<file path="config.mk">
export PLATFORM = sky130hd
export DESIGN_NAME = intr_resolver
export DESIGN_NICKNAME = d
export VERILOG_FILES = /design/src/rtl/intr_res_pkg.sv /design/src/rtl/intr_nmi_latch.sv /design/src/rtl/intr_prio_select.sv /design/src/rtl/intr_ack_fsm.sv /design/src/rtl/intr_resolver.sv
export SDC_FILE = /design/constraint.sdc
export NUM_CORES = 1
export LEC_CHECK = 0
export ABC_AREA = 1
export BUFFER_PORTS_ARGS = -buffer_cell sky130_fd_sc_hd__buf_2
export CELL_PAD_IN_SITES_DETAIL_PLACEMENT = 0
export CELL_PAD_IN_SITES_GLOBAL_PLACEMENT = 1
export CORE_MARGIN = 2
export CORE_UTILIZATION = 30
export DETAILED_ROUTE_END_ITERATION = 10
export GPL_TIMING_DRIVEN = 0
export PLACE_DENSITY_LB_ADDON = 0.3
export SYNTH_ARGS = -nofsm -noshare
export SYNTH_HDL_FRONTEND = slang
export SYNTH_SLANG_ARGS = --single-unit
export TNS_END_PERCENT = 5
</file>
<file path="constraint.sdc">
create_clock -name clk -period 1.24 [get_ports clk]
set_clock_uncertainty 0.15 [all_clocks]
set_input_delay 0.186 -clock clk [delete_from_list [all_inputs] [get_ports clk]]
set_output_delay 0.186 -clock clk [all_outputs]
set_load 0.005 [all_outputs]
</file>
<file path="src/rtl/intr_res_pkg.sv">
package intr_res_pkg;

   typedef enum logic [2:0] {
      SRC_NONE,
      SRC_EXC,
      SRC_NMI,
      SRC_INTR,
      SRC_STEP
   } src_e;

   typedef enum logic [1:0] {
      EXC_DIV  = 2'd0,
      EXC_SWI  = 2'd1,
      EXC_OVF  = 2'd2,
      EXC_NONE = 2'd3
   } exc_kind_e;

   typedef enum logic {
      ST_IDLE,
      ST_ACK
   } ack_st_e;

   localparam int unsigned TYPE_DIV  = 0;
   localparam int unsigned TYPE_STEP = 1;
   localparam int unsigned TYPE_NMI  = 2;
   localparam int unsigned TYPE_OVF  = 4;

endpackage

</file>
<file path="src/rtl/intr_nmi_latch.sv">
module intr_nmi_latch #(
   parameter int unsigned SYNC_STAGES = 2
) (
   input  logic clk,
   input  logic rst_n,
   input  logic pin_i,
   input  logic clr_i,
   output logic pend_o
);

   logic pin_s;
   logic pin_prev;
   logic rise;

   generate
      if (SYNC_STAGES == 0) begin : g_nosync
         assign pin_s = pin_i;
      end else begin : g_sync
         logic [SYNC_STAGES-1:0] sr;
         always_ff @(posedge clk or negedge rst_n) begin
            if (!rst_n) begin
               sr <= '0;
            end else begin
               sr[0] <= pin_i;
               for (int i = 1; i < int'(SYNC_STAGES); i++) begin
                  sr[i] <= sr[i-1];
               end
            end
         end
         assign pin_s = sr[SYNC_STAGES-1];
      end
   endgenerate

   always_ff @(posedge clk or negedge rst_n) begin
      if (!rst_n) begin
         pin_prev <= 1'b0;
      end else begin
         pin_prev <= pin_s;
      end
   end

   assign rise = pin_s & ~pin_prev;

   always_ff @(posedge clk or negedge rst_n) begin
      if (!rst_n) begin
         pend_o <= 1'b0;
      end else begin
         pend_o <= rise | (pend_o & ~clr_i);
      end
   end

   assert_nmi_set_R5: assert property (@(posedge clk) disable iff (!rst_n)
      rise |=> pend_o);
   assert_nmi_clear_R5: assert property (@(posedge clk) disable iff (!rst_n)
      (clr_i && !rise) |=> !pend_o);
   assert_nmi_hold_R9: assert property (@(posedge clk) disable iff (!rst_n)
      (pend_o && !clr_i) |=> pend_o);

endmodule

</file>
<file path="src/rtl/intr_prio_select.sv">
module intr_prio_select
   import intr_res_pkg::*;
#(
   parameter int unsigned TYPE_W = 8
) (
   input  logic              exc_req_i,
   input  logic [1:0]        exc_kind_i,
   input  logic [TYPE_W-1:0] exc_num_i,
   input  logic              of_i,
   input  logic              nmi_pend_i,
   input  logic              intr_i,
   input  logic              ie_i,
   input  logic              tf_i,
   output src_e              src_o,
   output logic [TYPE_W-1:0] type_o
);

   logic              exc_live;
   logic [TYPE_W-1:0] exc_type;

   always_comb begin
      exc_live = 1'b0;
      exc_type = '0;
      if (exc_req_i) begin
         unique case (exc_kind_e'(exc_kind_i))
            EXC_DIV: begin
               exc_live = 1'b1;
               exc_type = TYPE_W'(TYPE_DIV);
            end
            EXC_SWI: begin
               exc_live = 1'b1;
               exc_type = exc_num_i;
            end
            EXC_OVF: begin
               exc_live = of_i;
               exc_type = TYPE_W'(TYPE_OVF);
            end
            default: begin
               exc_live = 1'b0;
               exc_type = '0;
            end
         endcase
      end
   end

   always_comb begin
      src_o  = SRC_NONE;
      type_o = '0;
      if (exc_live) begin
         src_o  = SRC_EXC;
         type_o = exc_type;
      end else if (nmi_pend_i) begin
         src_o  = SRC_NMI;
         type_o = TYPE_W'(TYPE_NMI);
      end else if (intr_i && ie_i) begin
         src_o  = SRC_INTR;
      end else if (tf_i) begin
         src_o  = SRC_STEP;
         type_o = TYPE_W'(TYPE_STEP);
      end
   end

endmodule

</file>
<file path="src/rtl/intr_ack_fsm.sv">
module intr_ack_fsm
   import intr_res_pkg::*;
#(
   parameter int unsigned TYPE_W = 8
) (
   input  logic              clk,
   input  logic              rst_n,
   input  logic              decide_i,
   input  src_e              src_i,
   input  logic [TYPE_W-1:0] fixed_type_i,
   input  logic              ack_valid_i,
   input  logic [TYPE_W-1:0] ack_type_i,
   output logic              inta_o,
   output logic              take_o,
   output logic [TYPE_W-1:0] type_o,
   output logic              nmi_clr_o,
   output logic              idle_o
);

   ack_st_e state;

   assign idle_o    = (state == ST_IDLE);
   assign inta_o    = (state == ST_ACK);
   assign nmi_clr_o = idle_o && decide_i && (src_i == SRC_NMI);

   always_ff @(posedge clk or negedge rst_n) begin
      if (!rst_n) begin
         state  <= ST_IDLE;
         take_o <= 1'b0;
         type_o <= '0;
      end else begin
         take_o <= 1'b0;
         unique case (state)
            ST_IDLE: begin
               if (decide_i) begin
                  unique case (src_i)
                     SRC_EXC, SRC_NMI, SRC_STEP: begin
                        take_o <= 1'b1;
                        type_o <= fixed_type_i;
                     end
                     SRC_INTR: state <= ST_ACK;
                     default: ;
                  endcase
               end
            end
            ST_ACK: begin
               if (ack_valid_i) begin
                  take_o <= 1'b1;
                  type_o <= ack_type_i;
                  state  <= ST_IDLE;
               end
            end
            default: state <= ST_IDLE;
         endcase
      end
   end

   assert_ack_hold_R6: assert property (@(posedge clk) disable iff (!rst_n)
      (inta_o && !ack_valid_i) |=> inta_o);
   assert_ack_done_R6: assert property (@(posedge clk) disable iff (!rst_n)
      (inta_o && ack_valid_i) |=> (take_o && !inta_o && type_o == $past(ack_type_i)));
   assert_ack_blocks_R7: assert property (@(posedge clk) disable iff (!rst_n)
      (inta_o && !ack_valid_i) |=> !take_o);
   assert_no_decide_R2: assert property (@(posedge clk) disable iff (!rst_n)
      (idle_o && !decide_i) |=> (!take_o && !inta_o));
   assert_type_stable_R10: assert property (@(posedge clk) disable iff (!rst_n)
      !take_o |-> $stable(type_o) || $past(!rst_n));

endmodule

</file>
<file path="src/rtl/intr_resolver.sv">
module intr_resolver
   import intr_res_pkg::*;
#(
   parameter int unsigned TYPE_W          = 8,
   parameter int unsigned NMI_SYNC_STAGES = 2
) (
   input  logic              clk,
   input  logic              rst_n,
   input  logic              boundary_i,
   input  logic              exc_req_i,
   input  logic [1:0]        exc_kind_i,
   input  logic [TYPE_W-1:0] exc_num_i,
   input  logic              nmi_i,
   input  logic              intr_i,
   input  logic              if_i,
   input  logic              tf_i,
   input  logic              of_i,
   input  logic              ack_valid_i,
   input  logic [TYPE_W-1:0] ack_type_i,
   output logic              inta_o,
   output logic              take_o,
   output logic [TYPE_W-1:0] type_o
);

   localparam int unsigned MIN_TYPE_W = $clog2(TYPE_OVF + 1);

   generate
      if (TYPE_W < MIN_TYPE_W) begin : g_bad_width
         $error("TYPE_W too narrow for the fixed type numbers");
      end
      if (NMI_SYNC_STAGES > 8) begin : g_bad_sync
         $error("NMI_SYNC_STAGES above 8 is not supported");
      end
   endgenerate

   src_e              src;
   logic [TYPE_W-1:0] fixed_type;
   logic              nmi_pend;
   logic              nmi_clr;
   logic              idle;

   intr_nmi_latch #(
      .SYNC_STAGES(NMI_SYNC_STAGES)
   ) u_nmi (
      .clk    (clk),
      .rst_n  (rst_n),
      .pin_i  (nmi_i),
      .clr_i  (nmi_clr),
      .pend_o (nmi_pend)
   );

   intr_prio_select #(
      .TYPE_W(TYPE_W)
   ) u_prio (
      .exc_req_i  (exc_req_i),
      .exc_kind_i (exc_kind_i),
      .exc_num_i  (exc_num_i),
      .of_i       (of_i),
      .nmi_pend_i (nmi_pend),
      .intr_i     (intr_i),
      .ie_i       (if_i),
      .tf_i       (tf_i),
      .src_o      (src),
      .type_o     (fixed_type)
   );

   intr_ack_fsm #(
      .TYPE_W(TYPE_W)
   ) u_fsm (
      .clk          (clk),
      .rst_n        (rst_n),
      .decide_i     (boundary_i),
      .src_i        (src),
      .fixed_type_i (fixed_type),
      .ack_valid_i  (ack_valid_i),
      .ack_type_i   (ack_type_i),
      .inta_o       (inta_o),
      .take_o       (take_o),
      .type_o       (type_o),
      .nmi_clr_o    (nmi_clr),
      .idle_o       (idle)
   );

   assert_div_type_R3: assert property (@(posedge clk) disable iff (!rst_n)
      (idle && boundary_i && exc_req_i && exc_kind_i == 2'd0)
      |=> (take_o && type_o == '0));
   assert_nmi_type_R5: assert property (@(posedge clk) disable iff (!rst_n)
      (idle && boundary_i && src == SRC_NMI)
      |=> (take_o && type_o == TYPE_W'(TYPE_NMI) && !nmi_pend));
   assert_intr_mask_R6: assert property (@(posedge clk) disable iff (!rst_n)
      (idle && !if_i) |=> !inta_o);
   assert_exc_first_R9: assert property (@(posedge clk) disable iff (!rst_n)
      (idle && boundary_i && exc_req_i && exc_kind_i == 2'd1)
      |=> (take_o && !inta_o && type_o == $past(exc_num_i)));

endmodule

</file>
# Word-level counts from Yosys, hierarchy flattened
# Index checks and enable logic that the tools add are counted.
classes:
  bitwise_logic: 6
  eq_ne: 9
  n_reduce_logical: 7
  mux: 24
op_table:
  columns: ["op", "n"]
  rows:
  - ["$mux W8", 7]
  - ["$pmux W8 S2", 2]
  - ["$mux W3", 4]
  - ["$mux W1", 8]
  - ["$eq A3 B2 Y1 const B", 2]
  - ["$ne A2 B2 Y1 const B", 3]
  - ["$pmux W1 S2", 3]
  - ["$eq A3 B1 Y1 const B", 1]
  - ["$eq A3 B3 Y1 const B", 1]
  - ["$logic_and A1 B1 Y1", 3]
  - ["$not A1 Y1", 3]
  - ["$reduce_and A3 Y1", 1]
  - ["$reduce_or A3 Y1", 1]
  - ["$and A1 B1 Y1", 2]
  - ["$eq A2 B1 Y1 const B", 1]
  - ["$eq A2 B2 Y1 const B", 1]
  - ["$logic_not A2 Y1", 1]
  - ["$reduce_or A2 Y1", 1]
  - ["$or A1 B1 Y1", 1]
word_totals:
  wordCells: 52
  regBits: 14
  output_inout_bits: 10
  in_bits: 28

# Logic depth before layout (Yosys ltp)
# Gate-level depths: netlist (run 1).
logic_depth:
  ltp_word: 10
  ltp_mapped: 10

# Hierarchy
# A second synthesis (run 1) with hierarchy kept.
hier_totals:
  cells_unflattened: 133
  hier_area_um2: 940.9
modules_own_cells:
  columns: ["module", "seq_area_each_um2", "n_inst", "area_per_inst_um2", "cells_per_inst"]
  rows:
  - ["intr_ack_fsm", 250.2, 1, 579.3, 77]
  - ["intr_prio_select", 0.0, 1, 242.7, 47]
  - ["intr_nmi_latch", 100.1, 1, 118.9, 9]

# Worst setup path before layout (run 1)
# No wires, ideal clock.
synth_timing:
  path_kind: "input-to-reg"
  start: "in exc_kind_i[1]"
  end: "reg u_fsm.type_o[3]"
  setup_ns: 0.115
  slack_ns: -0.082
  arrival_ns: 1.057
  t_required_ns: 0.975
  cell_stages: 10
  path_cell_list: "inv_1 -> ha_1 -> nor2_2 -> nand2_2 -> nand2_4 -> nand3_4 -> nand2_8 -> nand2_8 -> nand2_2 -> nand2_2"
synth_between:
  elab_chain_cells: 9
  word_cells_on_any_way: 19
  cone_classes: "eq/ne: 6; mux: 9; reduce/logical: 4"
synth_rtl:
  columns: ["element", "line", "text"]
  rows:
  - ["start, declared", "intr_resolver.sv:11", "input logic [1:0] exc_kind_i,"]
  - ["$eq A2 B1 Y1 or $logic_not A2 Y1 (tied branches)", "intr_prio_select.sv:25", "unique case (exc_kind_e'(exc_kind_i))"]
  - ["$reduce_or A2 Y1 (no source line)", null, null]
  - ["$pmux W1 S2", "intr_prio_select.sv:25", null]
  - ["$mux W1", "intr_prio_select.sv:24", "if (exc_req_i) begin"]
  - ["$mux W3", "intr_prio_select.sv:49", "if (exc_live) begin"]
  - ["$eq A3 B1 Y1 (tied with other cells)", "intr_ack_fsm.sv:36", "unique case (src_i)"]
  - ["$reduce_or A3 Y1", "intr_ack_fsm.sv:36", null]
  - ["$ne A2 B2 Y1 (no source line)", null, null]
  - ["$reduce_and A3 Y1 (no source line)", null, null]
  - ["end signal, assigned", "intr_ack_fsm.sv:39", "type_o <= fixed_type_i;"]
  - ["end signal, assigned", "intr_ack_fsm.sv:49", "type_o <= ack_type_i;"]
  - ["end, declared", "intr_ack_fsm.sv:15", "output logic [TYPE_W-1:0] type_o,"]
# Several ways; a longest one is shown, not always the timed one. The select of a mux whose other input is x is not followed.
# A chain may end at the register's enable or synchronous reset.

# Worst setup path after layout (run 1)
layout_timing:
  start: "reg u_nmi.pend_o"
  end: "reg u_fsm.type_o[4]"
layout_between:
  elab_chain_cells: 6
  word_cells_on_any_way: 13
  cone_classes: "eq/ne: 4; mux: 7; reduce/logical: 2"
layout_rtl:
  columns: ["element", "line", "text"]
  rows:
  - ["start, declared", "intr_nmi_latch.sv:8", "output logic pend_o"]
  - ["start signal, assigned", "intr_nmi_latch.sv:48", "pend_o <= rise | (pend_o & ~clr_i);"]
  - ["$mux W3", "intr_prio_select.sv:52", "end else if (nmi_pend_i) begin"]
  - ["$mux W3", "intr_prio_select.sv:49", null]
  - ["$eq A3 B1 Y1 (tied with other cells)", "intr_ack_fsm.sv:36", null]
  - ["$reduce_or A3 Y1", "intr_ack_fsm.sv:36", null]
  - ["$ne A2 B2 Y1 (no source line)", null, null]
  - ["$reduce_and A3 Y1 (no source line)", null, null]
# Several ways; a longest one is shown, not always the timed one. The select of a mux whose other input is x is not followed.

==> impl_metrics.py, run 1 <==
metrics = {
    "outcome": {
        "outcome": "finished, violations left",
        "violations": "DRC, setup timing",
    },
    "yosys": {
        "synth_top_area_share_pct": 38.7,
        "synth_seq_cells": 14,
        "synth_largest_area_cell": "dfrtp_1",
        "synth_area_leaders": "dfrtp_1, nand2_2, nand2_1",
        "synth_seq_area_share_pct": 38.7,
        "synth_cell_types": 18,
        "synth_nets": 135,
        "synth_area_um2": 905,
        "ys_warn_count": 0,
        "syn_area_per_cell_um2": 8.78,
        "synthCells": 103,
    },
    "global_routing": {
        "antenna_found_initial": 0,
        "first_global_vias": 843,
        "grt_max_degree": 15,
        "overflow": 0,
        "grt_usage_pct": 12.9,
        "grt_pass1_wl_um": 3460,
    },
    "final_layout": {
        "n_fill_cell": 296,
        "final_cell_mix": "buf_2, nand2_1, nand2_2",
        "area_growth_pct": 37.9,
        "final_common_cell": "buf_2",
        "fin_nets": 181,
        "stdcell_count": 179,
        "n_antenna_cell": 0,
        "drive_above_1_share_pct": 53.4,
    },
    "setup_path": {
        "worstPathArrival_ns": 1.31,
        "r2r_slack_ns": -0.06,
        "startpoint_type": "register",
        "crit_required_ns": 1.26,
        "worstPathMaxFanout": 10,
        "r2r_end": "u_fsm.type_o[4]",
        "endpoint_kind": "register",
        "r2r_cells": 7,
        "path_class": "register to register",
        "reg2reg_from": "u_nmi.pend_o",
    },
    "clock_tree": {
        "clk_path_buf_depth": 2,
        "tritoncts": "done",
        "clkSinkCount": 14,
        "cts_setup_buffers": 0,
        "clock_latency_ns": 0.27,
        "clk_pin_slew_ns": 0.08,
        "cts-buffers-inserted": 3,
        "cts_root_buf": "clkbuf_4",
        "cts_max_level": 1,
    },
    "die": {
        "initial_utilization_pct": 32.2,
        "rows": 19,
        "die_w_um": 58.9,
        "die_area_mm2": 0.00347,
        "dieHeight_um": 58.9,
        "io_pins": 38,
        "core_area_mm2": 0.00281,
    },
    "sta": {
        "setup_viol": 8,
        "fin_ws_ns": -0.0563,
        "fin_crit_sh_pct": 105,
        "max_slew_margin_pct": 80.1,
        "drv_slew": 0,
        "max_slew.worst_pin.slew_ns": 0.299,
        "fmax_ghz": 0.771,
        "rsz0062_at_grt": "yes",
        "final_hold_viol_count": 0,
        "fin_crit_ns": 1.30,
    },
    "power": {
        "leakagePower_nw": 0.682,
        "finalPower_mw": 1.24,
        "p_per_area_mw_per_mm2": 996,
        "peakVddDrop_v": 0.000472,
    },
    "min_path": {
        "hold_class": "input port to register",
        "hold_path_depth": 3,
        "whs_endpoint": "u_fsm.inta_o",
        "hold_start": "intr_i",
    },
    "placement": {
        "placed_cells": 171,
        "hpwl_um": 1560,
        "place.port_buffers": 37,
        "gp_congestion": 0.778,
    },
    "detailed_routing": {
        "remaining_drc_errors": 2,
        "finalWirelength_um": 1960,
        "post_drt_wl_per_cell_um": 10.9,
        "detail_route.first_pass.iterations": 7,
        "postRouteAntennaNets": 0,
        "drtIter0Drc": 39,
        "dr_total_vias": 800,
        "vias_per_cell": 4.47,
    },
    "job": {
        "maxCapViolCount": 0,
    },
}
[flip-flops by register name, indices dropped and copies added, names as in the netlist]
name             flops
u_nmi.pend_o         1
u_fsm.type_o         8
u_nmi.g_sync.sr      2
u_fsm.inta_o         1
u_fsm.take_o         1
u_nmi.pin_prev       1
[worst max-delay path, stage by stage (launching register included)]
cell,delay (ns)
dfrtp_1,0.35
bufinv_8,0.19
nand3_4,0.08
nand3_4,0.10
nand2_8,0.12
nand2_4,0.09
nand2_2,0.07
nand2_2,0.04
[worst max-delay path by stage]
| stage | from | to | slack (ns) | cells past startpoint |
|---|---|---|---|---|
| 6_report | u_nmi.pend_o | u_fsm.type_o[4] | -0.06 | 7 |
| 5_1_grt | u_nmi.pend_o | u_fsm.type_o[6] | -0.12 | 7 |
| 4_1_cts | u_nmi.pend_o | u_fsm.type_o[4] | -0.08 | 7 |
| 3_5_place_dp | exc_kind_i[1] | u_fsm.type_o[3] | -0.35 | 11 |
| 3_3_place_gp | exc_kind_i[1] | u_fsm.type_o[3] | -0.33 | 11 |
| 2_1_floorplan | exc_kind_i[1] | u_fsm.type_o[3] | -0.04 | 10 |
[synthesized netlist by cell type (all sizes together)]
library cell  number
o22ai              1
bufinv             1
ha                 4
inv                7
buf                1
o21ai              1
dfrtp             14
nor2               5
nand3             19
nand2             50
[stage by stage]
| stage | hold WS, ns | utilization [%] | TNS, ns | instance area [µm²] | worst slack (ns) |
|---|---|---|---|---|---|
| finish | 0.0629 | 44.5 | -0.409 | 1250 | -0.0563 |
| CTS | 0.0553 | 44.5 | -0.639 | 1250 | -0.0842 |
| floorplan | -0.260 | - | -0.220 | 935 | -0.0368 |
| global route | 0.0571 | 44.5 | -1.12 | 1250 | -0.125 |
| global placement | -0.0583 | 41.3 | -2.95 | 1160 | -0.332 |
| detailed placement | -0.0575 | 41.3 | -3.17 | 1160 | -0.350 |
[per-layer routing]
metal,global-route usage (%),part of all wire (%),vias up
li1,-,-,420
met1,15.5,43,354
met2,23.5,51,26
met3,3.52,6.3,0
met4,1.95,0,0
met5,0,0,-
[where the power goes]
part,total [mW],switching [mW],internal [mW]
sequential,0.536,0.0257,0.510
combinational,0.397,0.217,0.180
clock,0.310,0.131,0.178
[cell families after synthesis]
group	after synthesis	share of synthesized area [%]
AND/OR/NAND/NOR	74	48.8
flip-flops	14	38.7
adder cells (fa/ha/maj)	4	5.53
buffers and inverters	9	5.67
AO/OA/AOI/OAI	2	1.24
[cell type report]
class	count	area, µm²	area share [%]
well taps	31	38.8	3.11
clock buffers	4	36.3	2.91
repair buffers	40	215	17.3
multi-input cells	81	539	43.2
plain buffers	1	11.3	0.903
inverters	8	56.3	4.51
flip-flops and latches	14	350	28.1
[timing repair]
item | CTS | global route
cloned | 1 | 0
pin swaps | 2 | 4
gates resized for setup | 2 | 0
hold buffers | 3 | 0
hold endpoints to repair | 16 | 0
setup endpoints to repair | 11 | 11
(Power assumes the default switching activity.)
==> run 2: changes to the inputs <==
--- a/config.mk
+++ b/config.mk
@@ -12,7 +12,7 @@
 export CORE_MARGIN = 2
 export CORE_UTILIZATION = 30
 export DETAILED_ROUTE_END_ITERATION = 10
-export GPL_TIMING_DRIVEN = 0
+export GPL_TIMING_DRIVEN = 1
 export PLACE_DENSITY_LB_ADDON = 0.3
 export SYNTH_ARGS = -nofsm -noshare
 export SYNTH_HDL_FRONTEND = slang
==> run 2 against run 1 <==
  * The flow still finishes with violations (DRC, setup timing)
  * Total power up 7.3%
  * Clock-buffer cell count stayed put
  * Sequential cell count stayed put
  * First-iteration DRC count fell by 77%
  * Worst setup slack got worse by 0.0074 ns
  * Register-to-register slack barely moved
  * Critical path depth is the same
  * Via count is 3.9% higher
  * Sequential power rose by 0.7%
  * Final cell count grew 3.9%
  * Largest power group unchanged
==> impl_metrics.py, run 2 (same netlist as run 1, synthesis figures left out) <==
metrics = {
    "outcome": {
        "outcome": "finished, violations left",
        "violations": "DRC, setup timing",
    },
    "job": {
        "maxCapViolCount": 0,
    },
    "setup_path": {
        "endpoint_kind": "register",
        "crit_required_ns": 1.28,
        "path_class": "register to register",
        "r2r_cells": 7,
        "worstPathArrival_ns": 1.34,
        "worstPathMaxFanout": 5,
        "startpoint_type": "register",
    },
    "final_layout": {
        "fin_nets": 188,
        "reg.largest.list": "u_fsm.type_o (8), u_nmi.g_sync.sr (2)",
        "top_register": "u_fsm.type_o",
        "area_growth_pct": 49.1,
        "drive_above_1_share_pct": 60.0,
        "final_cell_mix": "buf_2, nand2_1, nand2_2",
        "stdcell_count": 186,
        "n_antenna_cell": 0,
        "final_common_cell": "buf_2",
        "area.sequential_um2": 352,
        "utilization_pct": 48.1,
        "n_fill_cell": 289,
        "largest_reg_flops": 8,
        "multiInputGateArea_um2": 598,
    },
    "sta": {
        "rsz0062_at_grt": "yes",
        "fin_ws_ns": -0.0637,
        "fin_crit_ns": 1.30,
        "fmax_ghz": 0.767,
        "setup_viol": 8,
        "drv_slew": 0,
        "fin_crit_sh_pct": 105,
        "final_hold_viol_count": 0,
        "max_slew.worst_pin.slew_ns": 0.311,
        "max_slew_margin_pct": 79.3,
    },
    "detailed_routing": {
        "vias_per_cell": 4.47,
        "drtIter0Drc": 9,
        "dr_total_vias": 831,
        "detail_route.first_pass.iterations": 7,
        "postRouteAntennaNets": 0,
        "remaining_drc_errors": 2,
        "post_drt_wl_per_cell_um": 11.2,
        "finalWirelength_um": 2080,
    },
    "clock_tree": {
        "tritoncts": "done",
        "cts-buffers-inserted": 3,
        "clk_path_buf_depth": 2,
        "cts_root_buf": "clkbuf_4",
        "clk_pin_slew_ns": 0.09,
        "clock_latency_ns": 0.28,
        "cts_max_level": 1,
        "clkSinkCount": 14,
    },
    "die": {
        "core_area_mm2": 0.00281,
        "dieHeight_um": 58.9,
        "initial_utilization_pct": 32.2,
        "die_w_um": 58.9,
        "io_pins": 38,
        "die_area_mm2": 0.00347,
        "rows": 19,
    },
    "global_routing": {
        "grt_usage_pct": 13.5,
        "grt_pass1_wl_um": 3550,
        "first_global_vias": 842,
        "antenna_found_initial": 0,
        "grt_max_degree": 15,
        "overflow": 0,
    },
    "power": {
        "p_per_area_mw_per_mm2": 988,
        "leakagePower_nw": 0.726,
        "peakVddDrop_v": 0.000415,
    },
    "min_path": {
        "hold_class": "input port to register",
        "hold_path_depth": 3,
    },
    "placement": {
        "place.port_buffers": 37,
        "placed_cells": 176,
        "hpwl_um": 1640,
        "gp_congestion": 0.747,
    },
}
run 2: metal layers:
layer | GRT usage, % | up-vias | share of wire [%]
li1 | - | 434 | -
met1 | 16.1 | 369 | 43
met2 | 23.0 | 26 | 49
met3 | 3.30 | 2 | 7.4
met4 | 5.84 | 0 | 1.1
met5 | 0 | - | 0
run 2: worst max-delay path, cell delays in order (launching register included):
cell	delay, ns
dfrtp_1	0.35
bufinv_8	0.19
nand3_4	0.08
nand3_4	0.13
nand2_8	0.13
nand2_8	0.07
nand2_2	0.07
nand2_2	0.04
run 2: final cells by class:
| class | count | area share [%] |
|---|---|---|
| inverters | 8 | 4.17 |
| multi-input cells | 82 | 44.3 |
| flip-flops and latches | 14 | 26.1 |
| well taps | 31 | 2.88 |
| clock buffers | 4 | 2.69 |
| repair buffers | 47 | 19.9 |
run 2: worst paths after layout:
check / to / slack, ns / start
max in group asynchronous: u_fsm.inta_o / 0.53 / rst_n
setup reg to reg: u_fsm.type_o[4] / -0.06 / u_nmi.pend_o
hold reg to reg: u_nmi.g_sync.sr[1] / 0.21 / u_nmi.g_sync.sr[0]
setup / recovery: u_fsm.type_o[4] / -0.06 / u_nmi.pend_o
min in group asynchronous: u_fsm.inta_o / 0.16 / rst_n
hold / removal: u_fsm.inta_o / 0.04 / intr_i
run 2: what timing repair did:
action                     4_1_cts  5_1_grt
setup endpoints to repair        9       12
hold buffers                     3        0
gates resized for setup          7        4
hold endpoints to repair        16        0
gates cloned                     2        0
buffers inserted                 1        0
pin swaps                        6        4
run 2: per-stage QoR:
stage / area, µm² / setup WS [ns] / hold WS [ns] / total power, mW / setup TNS, ns
2_1_floorplan: 935 / -0.0368 / -0.260 / 0.786 / -0.220
3_3_place_gp: 1200 / -0.273 / -0.0575 / 0.942 / -2.41
3_5_place_dp: 1200 / -0.289 / -0.0506 / 0.946 / -2.58
4_1_cts: 1340 / -0.0808 / 0.0402 / 1.34 / -0.569
5_1_grt: 1350 / -0.121 / 0.0637 / 1.40 / -1.00
6_report: 1350 / -0.0637 / 0.0370 / 1.33 / -0.470
run 2: report_power, final:
group | total (mW) | internal (mW) | switching (mW)
Clock | 0.337 | 0.179 | 0.158
Combinational | 0.456 | 0.212 | 0.244
Sequential | 0.540 | 0.511 | 0.0290
Total | 1.33 | 0.901 | 0.431
